[config.mk]
export PLATFORM = sky130hd
export DESIGN_NAME = stack_call_ctrl
export DESIGN_NICKNAME = d
export VERILOG_FILES = /design/src/rtl/stk_pkg.sv /design/src/rtl/stk_decode.sv /design/src/rtl/stk_target.sv /design/src/rtl/stack_call_ctrl.sv
export SDC_FILE = /design/constraint.sdc
export NUM_CORES = 1
export LEC_CHECK = 0
export ABC_AREA = 0
export BUFFER_PORTS_ARGS = -buffer_cell sky130_fd_sc_hd__clkbuf_2
export CAP_MARGIN = 25
export CORE_ASPECT_RATIO = 1.5
export CORE_MARGIN = 2
export CORE_UTILIZATION = 55
export CTS_BUF_LIST = sky130_fd_sc_hd__clkbuf_4 sky130_fd_sc_hd__clkbuf_8
export DETAILED_ROUTE_END_ITERATION = 6
export PLACE_DENSITY_LB_ADDON = 0.05
export SYNTH_ARGS = -nofsm -noshare
export SYNTH_HDL_FRONTEND = slang
export SYNTH_SLANG_ARGS = --single-unit
[constraint.sdc]
create_clock -name clk -period 4.6 [get_ports clk]
set_input_delay 0.46 -clock clk [delete_from_list [all_inputs] [get_ports clk]]
set_output_delay 0.46 -clock clk [all_outputs]
set_load 0.02 [all_outputs]
[src/rtl/stk_pkg.sv]
package stk_pkg;

    typedef enum logic [2:0] {
        OP_NONE  = 3'd0,
        OP_PUSH  = 3'd1,
        OP_POP   = 3'd2,
        OP_RCALL = 3'd3,
        OP_ICALL = 3'd4,
        OP_IJMP  = 3'd5
    } stk_op_e;

    localparam int unsigned IW   = 16;
    localparam int unsigned CYCW = 3;

endpackage

[src/rtl/stk_decode.sv]
module stk_decode
    import stk_pkg::*;
(
    input  logic [IW-1:0]   opcode,
    output stk_op_e         op,
    output logic [CYCW-1:0] cyc
);
    localparam logic [IW-1:0] MASK_STK  = 16'hFE0F;
    localparam logic [IW-1:0] PAT_PUSH  = 16'h920F;
    localparam logic [IW-1:0] PAT_POP   = 16'h900F;
    localparam logic [IW-1:0] PAT_ICALL = 16'h9509;
    localparam logic [IW-1:0] PAT_IJMP  = 16'h9409;
    localparam logic [3:0]    PAT_RCALL = 4'hD;

    always_comb begin
        op  = OP_NONE;
        cyc = '0;
        if ((opcode & MASK_STK) == PAT_PUSH) begin
            op  = OP_PUSH;
            cyc = CYCW'(2);
        end else if ((opcode & MASK_STK) == PAT_POP) begin
            op  = OP_POP;
            cyc = CYCW'(2);
        end else if (opcode[IW-1 -: 4] == PAT_RCALL) begin
            op  = OP_RCALL;
            cyc = CYCW'(4);
        end else if (opcode == PAT_ICALL) begin
            op  = OP_ICALL;
            cyc = CYCW'(3);
        end else if (opcode == PAT_IJMP) begin
            op  = OP_IJMP;
            cyc = CYCW'(2);
        end
    end
endmodule

[src/rtl/stk_target.sv]
module stk_target
    import stk_pkg::*;
#(
    parameter int unsigned AW = 16,
    parameter int unsigned KW = 12
) (
    input  logic [IW-1:0] opcode,
    input  stk_op_e       op,
    input  logic [AW-1:0] pc,
    input  logic [AW-1:0] z,
    output logic [AW-1:0] ret_addr,
    output logic [AW-1:0] target
);
    localparam int unsigned EXT = AW - KW;

    logic [AW-1:0] offset;

    always_comb begin
        offset   = {{EXT{opcode[KW-1]}}, opcode[KW-1:0]};
        ret_addr = pc + AW'(1);
        target   = (op == OP_RCALL) ? (ret_addr + offset) : z;
    end
endmodule

[src/rtl/stack_call_ctrl.sv]
module stack_call_ctrl
    import stk_pkg::*;
#(
    parameter int unsigned AW       = 16,
    parameter int unsigned DW       = 8,
    parameter int unsigned RIW      = 5,
    parameter int unsigned KW       = 12,
    parameter logic [15:0] SP_RESET = 16'h08FF
) (
    input  logic            clk,
    input  logic            rst_n,
    input  logic            start,
    input  logic [15:0]     opcode,
    input  logic [AW-1:0]   pc,
    input  logic [AW-1:0]   z,
    output logic            busy,
    output logic            done,
    output logic [2:0]      op_cycles,
    output logic            pc_load,
    output logic [AW-1:0]   pc_next,
    output logic [AW-1:0]   sp,
    output logic [AW-1:0]   mem_addr,
    output logic            mem_we,
    output logic            mem_re,
    output logic [DW-1:0]   mem_wdata,
    input  logic [DW-1:0]   mem_rdata,
    output logic [RIW-1:0]  reg_raddr,
    input  logic [DW-1:0]   reg_rdata,
    output logic            reg_we,
    output logic [RIW-1:0]  reg_waddr,
    output logic [DW-1:0]   reg_wdata
);
    localparam int unsigned STW     = 2;
    localparam int unsigned RIDX_LO = 4;

    typedef struct packed {
        logic            busy;
        stk_op_e         op;
        logic [STW-1:0]  step;
        logic [STW-1:0]  last;
        logic [CYCW-1:0] cyc;
        logic [RIW-1:0]  ridx;
        logic [AW-1:0]   ret;
        logic [AW-1:0]   tgt;
        logic [AW-1:0]   sp;
    } seq_state_t;

    seq_state_t st_q, st_d;

    stk_op_e         dec_op;
    logic [CYCW-1:0] dec_cyc;
    logic [AW-1:0]   ret_addr;
    logic [AW-1:0]   target;
    logic            fin;

    stk_decode u_decode (
        .opcode (opcode),
        .op     (dec_op),
        .cyc    (dec_cyc)
    );

    stk_target #(.AW(AW), .KW(KW)) u_target (
        .opcode   (opcode),
        .op       (dec_op),
        .pc       (pc),
        .z        (z),
        .ret_addr (ret_addr),
        .target   (target)
    );

    always_comb begin
        st_d      = st_q;
        done      = 1'b0;
        pc_load   = 1'b0;
        mem_addr  = '0;
        mem_we    = 1'b0;
        mem_re    = 1'b0;
        mem_wdata = '0;
        reg_we    = 1'b0;
        reg_wdata = '0;
        fin       = (st_q.step == st_q.last);

        if (!st_q.busy) begin
            if (start && (dec_op != OP_NONE)) begin
                st_d.busy = 1'b1;
                st_d.op   = dec_op;
                st_d.step = '0;
                st_d.last = STW'(dec_cyc - CYCW'(1));
                st_d.cyc  = dec_cyc;
                st_d.ridx = opcode[RIDX_LO +: RIW];
                st_d.ret  = ret_addr;
                st_d.tgt  = target;
            end
        end else begin
            st_d.step = st_q.step + STW'(1);
            unique case (st_q.op)
                OP_PUSH: begin
                    if (st_q.step == STW'(0)) begin
                        mem_we    = 1'b1;
                        mem_addr  = st_q.sp;
                        mem_wdata = reg_rdata;
                        st_d.sp   = st_q.sp - AW'(1);
                    end
                end
                OP_POP: begin
                    if (st_q.step == STW'(0)) begin
                        mem_re   = 1'b1;
                        mem_addr = st_q.sp + AW'(1);
                        st_d.sp  = st_q.sp + AW'(1);
                    end else begin
                        reg_we    = 1'b1;
                        reg_wdata = mem_rdata;
                    end
                end
                OP_RCALL, OP_ICALL: begin
                    if (st_q.step == STW'(0)) begin
                        mem_we    = 1'b1;
                        mem_addr  = st_q.sp;
                        mem_wdata = st_q.ret[DW-1:0];
                    end else if (st_q.step == STW'(1)) begin
                        mem_we    = 1'b1;
                        mem_addr  = st_q.sp - AW'(1);
                        mem_wdata = st_q.ret[AW-1 -: DW];
                        st_d.sp   = st_q.sp - AW'(2);
                    end
                end
                default: begin
                end
            endcase
            if (fin) begin
                done      = 1'b1;
                pc_load   = (st_q.op == OP_RCALL) || (st_q.op == OP_ICALL)
                         || (st_q.op == OP_IJMP);
                st_d.busy = 1'b0;
                st_d.op   = OP_NONE;
            end
        end
    end

    always_ff @(posedge clk or negedge rst_n) begin
        if (!rst_n) begin
            st_q      <= '0;
            st_q.op   <= OP_NONE;
            st_q.sp   <= AW'(SP_RESET);
        end else begin
            st_q <= st_d;
        end
    end

    assign busy      = st_q.busy;
    assign op_cycles = st_q.cyc;
    assign pc_next   = st_q.tgt;
    assign sp        = st_q.sp;
    assign reg_raddr = st_q.ridx;
    assign reg_waddr = st_q.ridx;

endmodule

* Word level (Yosys, flattened, before mapping)
Cells that the tools add are included.
Operators by class: add/subtract/negate cells 7, eq/ne operators 18, bitwise logic cells 1, mux-type cells 47, reduce and logical (&&, ||, !) cells 11
Operators by type and width (count):
- two-way mux 16 bit | 10
- case mux 16 bit (3 select lines) | 2
- two-way mux 8 bit | 7
- two-way mux 48 bit | 1
- adder 16 x 1 -> 16 bit (second input constant) | 2
- == test 16 bit (second input constant) | 2
- two-way mux 3 bit | 9
- == test 11 bit (second input constant) | 2
- adder 16 bit | 1
- case mux 8 bit (2 select lines) | 1
- subtractor 16 x 1 -> 16 bit (second input constant) | 1
- subtractor 16 x 2 -> 16 bit (second input constant) | 1
- two-way mux 1 bit | 13
- == test 3 x 2 -> 1 bit (second input constant) | 3
- inequality test 2 bit (second input constant) | 4
- == test 3 bit (second input constant) | 2
- two-way mux 6 bit | 1
- AND reduction 6 bit | 1
- nonzero test 3 bit | 2
- == test 4 bit (second input constant) | 1
- two-way mux 4 bit | 1
- AND reduction 2 bit | 2
- == test 3 x 1 -> 1 bit (second input constant) | 1
- adder 2 x 1 -> 2 bit (second input constant) | 1
- other kinds (12) | 13
Storage, ports and cells: register bits 64, output and inout bits 83

* Logic depth before layout (Yosys ltp)
depth in word-level cells 10, mapped depth 12, gate-level depth less buffers 12

* Hierarchy
Synthesis repeated with hierarchy kept, for this count alone.
Unflattened totals: cells, all modules 846, area total of the unflattened synthesis 6358.6 um^2
Modules (own cells, without submodules):
- stack_call_ctrl | sequential area each 1612.8 um^2, cells an instance 642, instances 1, area each 4938.5 um^2
- stk_target | sequential area each 0.0 um^2, cells an instance 188, instances 1, area each 1290.0 um^2
- stk_decode | sequential area each 0.0 um^2, cells an instance 16, instances 1, area each 130.1 um^2

* Least setup slack after synthesis
Ideal clock, no wire load.
path type flip-flop to output port, start point reg sp[1] (netlist name), end point out mem_addr[10], data arrival time 2.397 ns, buffers on the path 1, cell stages (with the launch flop) 8, required time 4.140 ns, setup slack 1.743 ns, cells stage by stage dfstp_2 ha_1 nand3_2 or4_1 buf_2 o22ai_1 nor2_1 a311oi_1
Between the ends: cells in the longest elaborated chain, start to end 5, elaborated cells between the ends (all ways) 7, classes of those cells add/sub: 2; mux: 5
Ends and longest elaborated chain:
- subtractor 16 x 1 -> 16 bit | RTL line stack_call_ctrl.sv:122 | mem_addr = st_q.sp - AW'(1);
- two-way mux 16 bit | RTL line stack_call_ctrl.sv:120 | end else if (st_q.step == STW'(1)) begin
- two-way mux 16 bit | RTL line stack_call_ctrl.sv:116 | if (st_q.step == STW'(0)) begin
- case mux 16 bit (3 select lines) (*) | RTL line stack_call_ctrl.sv:96 | unique case (st_q.op)
- two-way mux 16 bit (*) | RTL line stack_call_ctrl.sv:83 | if (!st_q.busy) begin
- end, declared | RTL line stack_call_ctrl.sv:22 | output logic [AW-1:0] mem_addr,
Every way passes the cells marked *; elsewhere a longest branch is shown, timed or not.

* Final worst setup path
start point reg st_q[61] in the netlist's numbering, end point out mem_addr[15]
Between the ends: cells in the longest elaborated chain, start to end 4, elaborated cells between the ends (all ways) 7, classes of those cells eq/ne: 4; mux: 2; reduce/logical: 1
Ends and longest elaborated chain:
- start, declared | RTL line stack_call_ctrl.sv:48 | seq_state_t st_q, st_d;
- start signal, assigned | RTL line stack_call_ctrl.sv:146 | st_q <= st_d;
- == test 3 x 2 -> 1 bit / == test 3 bit (equally long branches) | RTL line stack_call_ctrl.sv:96
- OR reduction 2 bit | RTL line stack_call_ctrl.sv:96
- case mux 16 bit (3 select lines) (*) | RTL line stack_call_ctrl.sv:96
- two-way mux 16 bit (*) | RTL line stack_call_ctrl.sv:83
Marked as above.

==> qor.txt <==
Mapped Area: 6050 um2
Req. time, crit path: 4140 ps
largest family of logic cells by synthesized area: simple AND/OR/NAND/NOR gates
Compound-Gate Fraction of Synth Area: 21.1%
met2 Use GR: 62.5%
Die X: 89.6 um
io pins: 150
XOR/XNOR Fraction of Synth Area: 6.80%
CORE AREA: 10600 um2
post-CTS sizing: 0
Worst setup EP type: output port
Port-buffer cells: 149
crit-path max FO: 24
Most Crowded Layer GR: met2
Hold WS: 160 ps
Mapped Nets: 877
Cell variety after synth: 81
first-pass GRT wire length: 32.0 mm
layout cell share with drive strength beyond 1: 23.9%
DR WL/cell: 20.0 um
CTS root buf: clkbuf_8
status: complete, no violations
Seq pwr share: 32.2%
clock-pin slew on the worst setup and hold paths: 80 ps
synthesized flop and latch total: 64
Synth Area per Inst: 7.72 um2
ys async rst share: 100%
Tcrit/Tclk final: 83.3%
Via Count: 6191
Initial Util: 56.8%
fin crit period: 3830 ps
CP Cell Sequence: or3b_1 -> nand2_1 -> o21ai_1 -> buf_4 -> or3b_2 -> o32ai_1 -> clkbuf_2
GRT Residual Overflow: 0
Hold Crit Class: primary input to asynchronous set/reset pin
clk buf depth: 2
largest net degree at the start of global routing: 39
P_sw: 0.00182 W
Simple-Gate Fraction of Synth Area: 27.6%
die span in y: 132 um
worst slew pin tran: 990 ps
post-CTS setup buffers: 0
Rows: 46
startpoint type of the worst setup path: register
number of detailed-route iterations in the first pass: 5
total power: 0.00364 W
vias per cell: 6.11
delay of the slowest critical-path stage: 690 ps
GPL Wtd Cong: 1.02
final max-slew violation count: 0
met3 global-route usage: 3.81%
cts hold-fix bufs: 0
initial antenna violation count: 0
fmax: 261 MHz
Nets: 957
register area share after synthesis: 26.7%
GRT Total Usage: 35.0%
later-pin clock latency in the skew report: 350 ps
met1 usage: 39.0%
vias in the first global route: 6197
Crit Path Class: register to output port
CTS Sinks: 64
Synth Warn #: 0
DR DRC count: 0
Routed Antenna Nets: 0
Pint: 0.00182 W
n_diodes: 0
area delta synth->final: 11.4%
clock power share: 15.6%
Final Hold Violating Endpoints: 0
die area: 11900 um2
Primary FF master, synth: dfrtp_1
P per Cell Area: 541 nW/um2
Max-slew headroom: 33.8%
sw frac: 50.1%
clk_skew: 13.4 ps
post-synthesis mux area share: 2.23%
Fin Setup TNS: 0 ps
logic gate share of total power: 52.2%
Post-synth EDFFs: 0
maximum vdd drop: 0.275 mV
Worst EP arrival: 3370 ps
drt total wl: 20.3 mm
H-tree Lvls: 3
Final setup viols: 0
RSZ-0062 raised after global routing: no
number of CTS-inserted buffers: 9
Worst path slowest cell: dfrtp_1
CTS tree: built
Synth Area in Adders: 5.50%
HPWL Detailed: 15.8 mm
max_cap viols: 0
Pleak: 3.02 nW
initial drt markers: 362
cells after synthesis: 784
logic make-up after synthesis:
| kind of cell | Yosys count |
|---|---|
| AOI/OAI and AO/OA | 200 |
| xor gates and xnor gates | 47 |
| adders and majority gates | 26 |
| buffers and inverters | 107 |
| DFF | 64 |
| muxes | 13 |
| and+or+nand+nor | 327 |
registers in the layout (all words and copies together), names as in the netlist:
signal     count
busy           1
st_q          23
op_cycles      3
pc_next       16
reg_raddr      5
sp            16
per-stage QoR:
step                      area [um2]  setup slack, ps  instances  util (%)
after floorplan                 6050             1740        784         -
after global placement          6500             1270        996      61.0
after detailed placement        6500             1190        996      61.0
after CTS                       6730              830       1012      63.2
after global routing            6740              661       1013      63.3
final                           6740              767       1013      63.3
worst max-delay path, delay by kind of cell, from the launching register on:
family	cells	cell delay [ps]
AO/OA/AOI/OAI	2	370
AND/OR/NAND/NOR	3	1470
buffers and inverters	2	480
flip-flops	1	690
synth_stat cells, types with 5 or more instances:
library cell / instances / area [um2]
dfstp_2: 9 / 236
xor2_1: 20 / 175
nor3_1: 18 / 90.1
ha_1: 25 / 313
a21o_1: 8 / 60.1
nand3_1: 24 / 120
nand3b_1: 5 / 37.5
mux2i_1: 9 / 90.1
nor2_1: 71 / 267
a22o_1: 5 / 43.8
a211o_1: 5 / 43.8
a31oi_1: 14 / 87.6
o21ai_0: 47 / 235
nor4_1: 5 / 31.3
and2_1: 13 / 81.3
xnor2_1: 27 / 236
a22oi_1: 16 / 120
o22ai_1: 9 / 56.3
inv_1: 17 / 63.8
a211oi_1: 8 / 60.1
nand4_1: 14 / 87.6
buf_2: 12 / 60.1
clkbuf_1: 27 / 101
dfrtp_1: 55 / 1380
buf_4: 47 / 353
a21oi_1: 49 / 245
or3_1: 6 / 37.5
nand2b_1: 7 / 43.8
nand2_1: 123 / 462
power groups by stage:
stage	sequential, W	clock [W]	combinational [W]
floorplan	0.000944	0	0.00170
global placement	0.00116	0	0.00184
detailed placement	0.00117	0	0.00187
CTS	0.00116	0.000576	0.00188
global route	0.00121	0.000600	0.00207
finish	0.00117	0.000569	0.00190
cell usage in the layout, fill, tap and decap left out, types with 6 or more instances in the layout:
cell type	Yosys	routed
and2_1	13	13
xor2_1	20	20
nand2b_1	7	7
o21ai_0	47	47
xnor2_1	27	27
nand2_1	123	123
dfrtp_1	55	55
clkbuf_8	0	10
a21o_1	8	8
mux2i_1	9	9
o22ai_1	9	9
nor3_1	18	18
nor2_1	71	71
a31oi_1	14	14
ha_1	25	25
buf_4	47	9
a211oi_1	8	8
or3_1	6	6
inv_1	17	17
nand4_1	14	14
a21oi_1	49	49
clkbuf_2	0	149
dfstp_2	9	9
nand3_1	24	24
a22oi_1	16	16
layout make-up:
| type | count | area (um2) |
|---|---|---|
| clock buffers | 10 | 138 |
| clock inverters | 6 | 91.3 |
| fillers | 986 | 3910 |
| inverters | 17 | 63.8 |
| multi-input cells | 613 | 3830 |
| flip-flops and latches | 64 | 1610 |
| well taps | 144 | 180 |
| repair buffers | 159 | 828 |
metal layers:
layer | share of wire (%) | vias up
met2 | 53 | 277
met4 | 5.7 | 0
met1 | 36 | 2932
met5 | 0 | -
met3 | 5.5 | 72
li1 | - | 2910
final timing paths:
check	startpoint	to	slack, ps	cells past startpoint
max	st_q[61]	mem_addr[15]	770	7
min	rst_n	st_q[58]	160	1
max reg2reg	st_q[61]	sp[10]	1790	6
min in group clk	z[6]	pc_next[6]	340	3
max in group asynchronous	rst_n	sp[11]	3440	2
min reg2reg	op_cycles[0]	op_cycles[0]	480	1
Note: power is estimated with default switching activity, not from simulation.
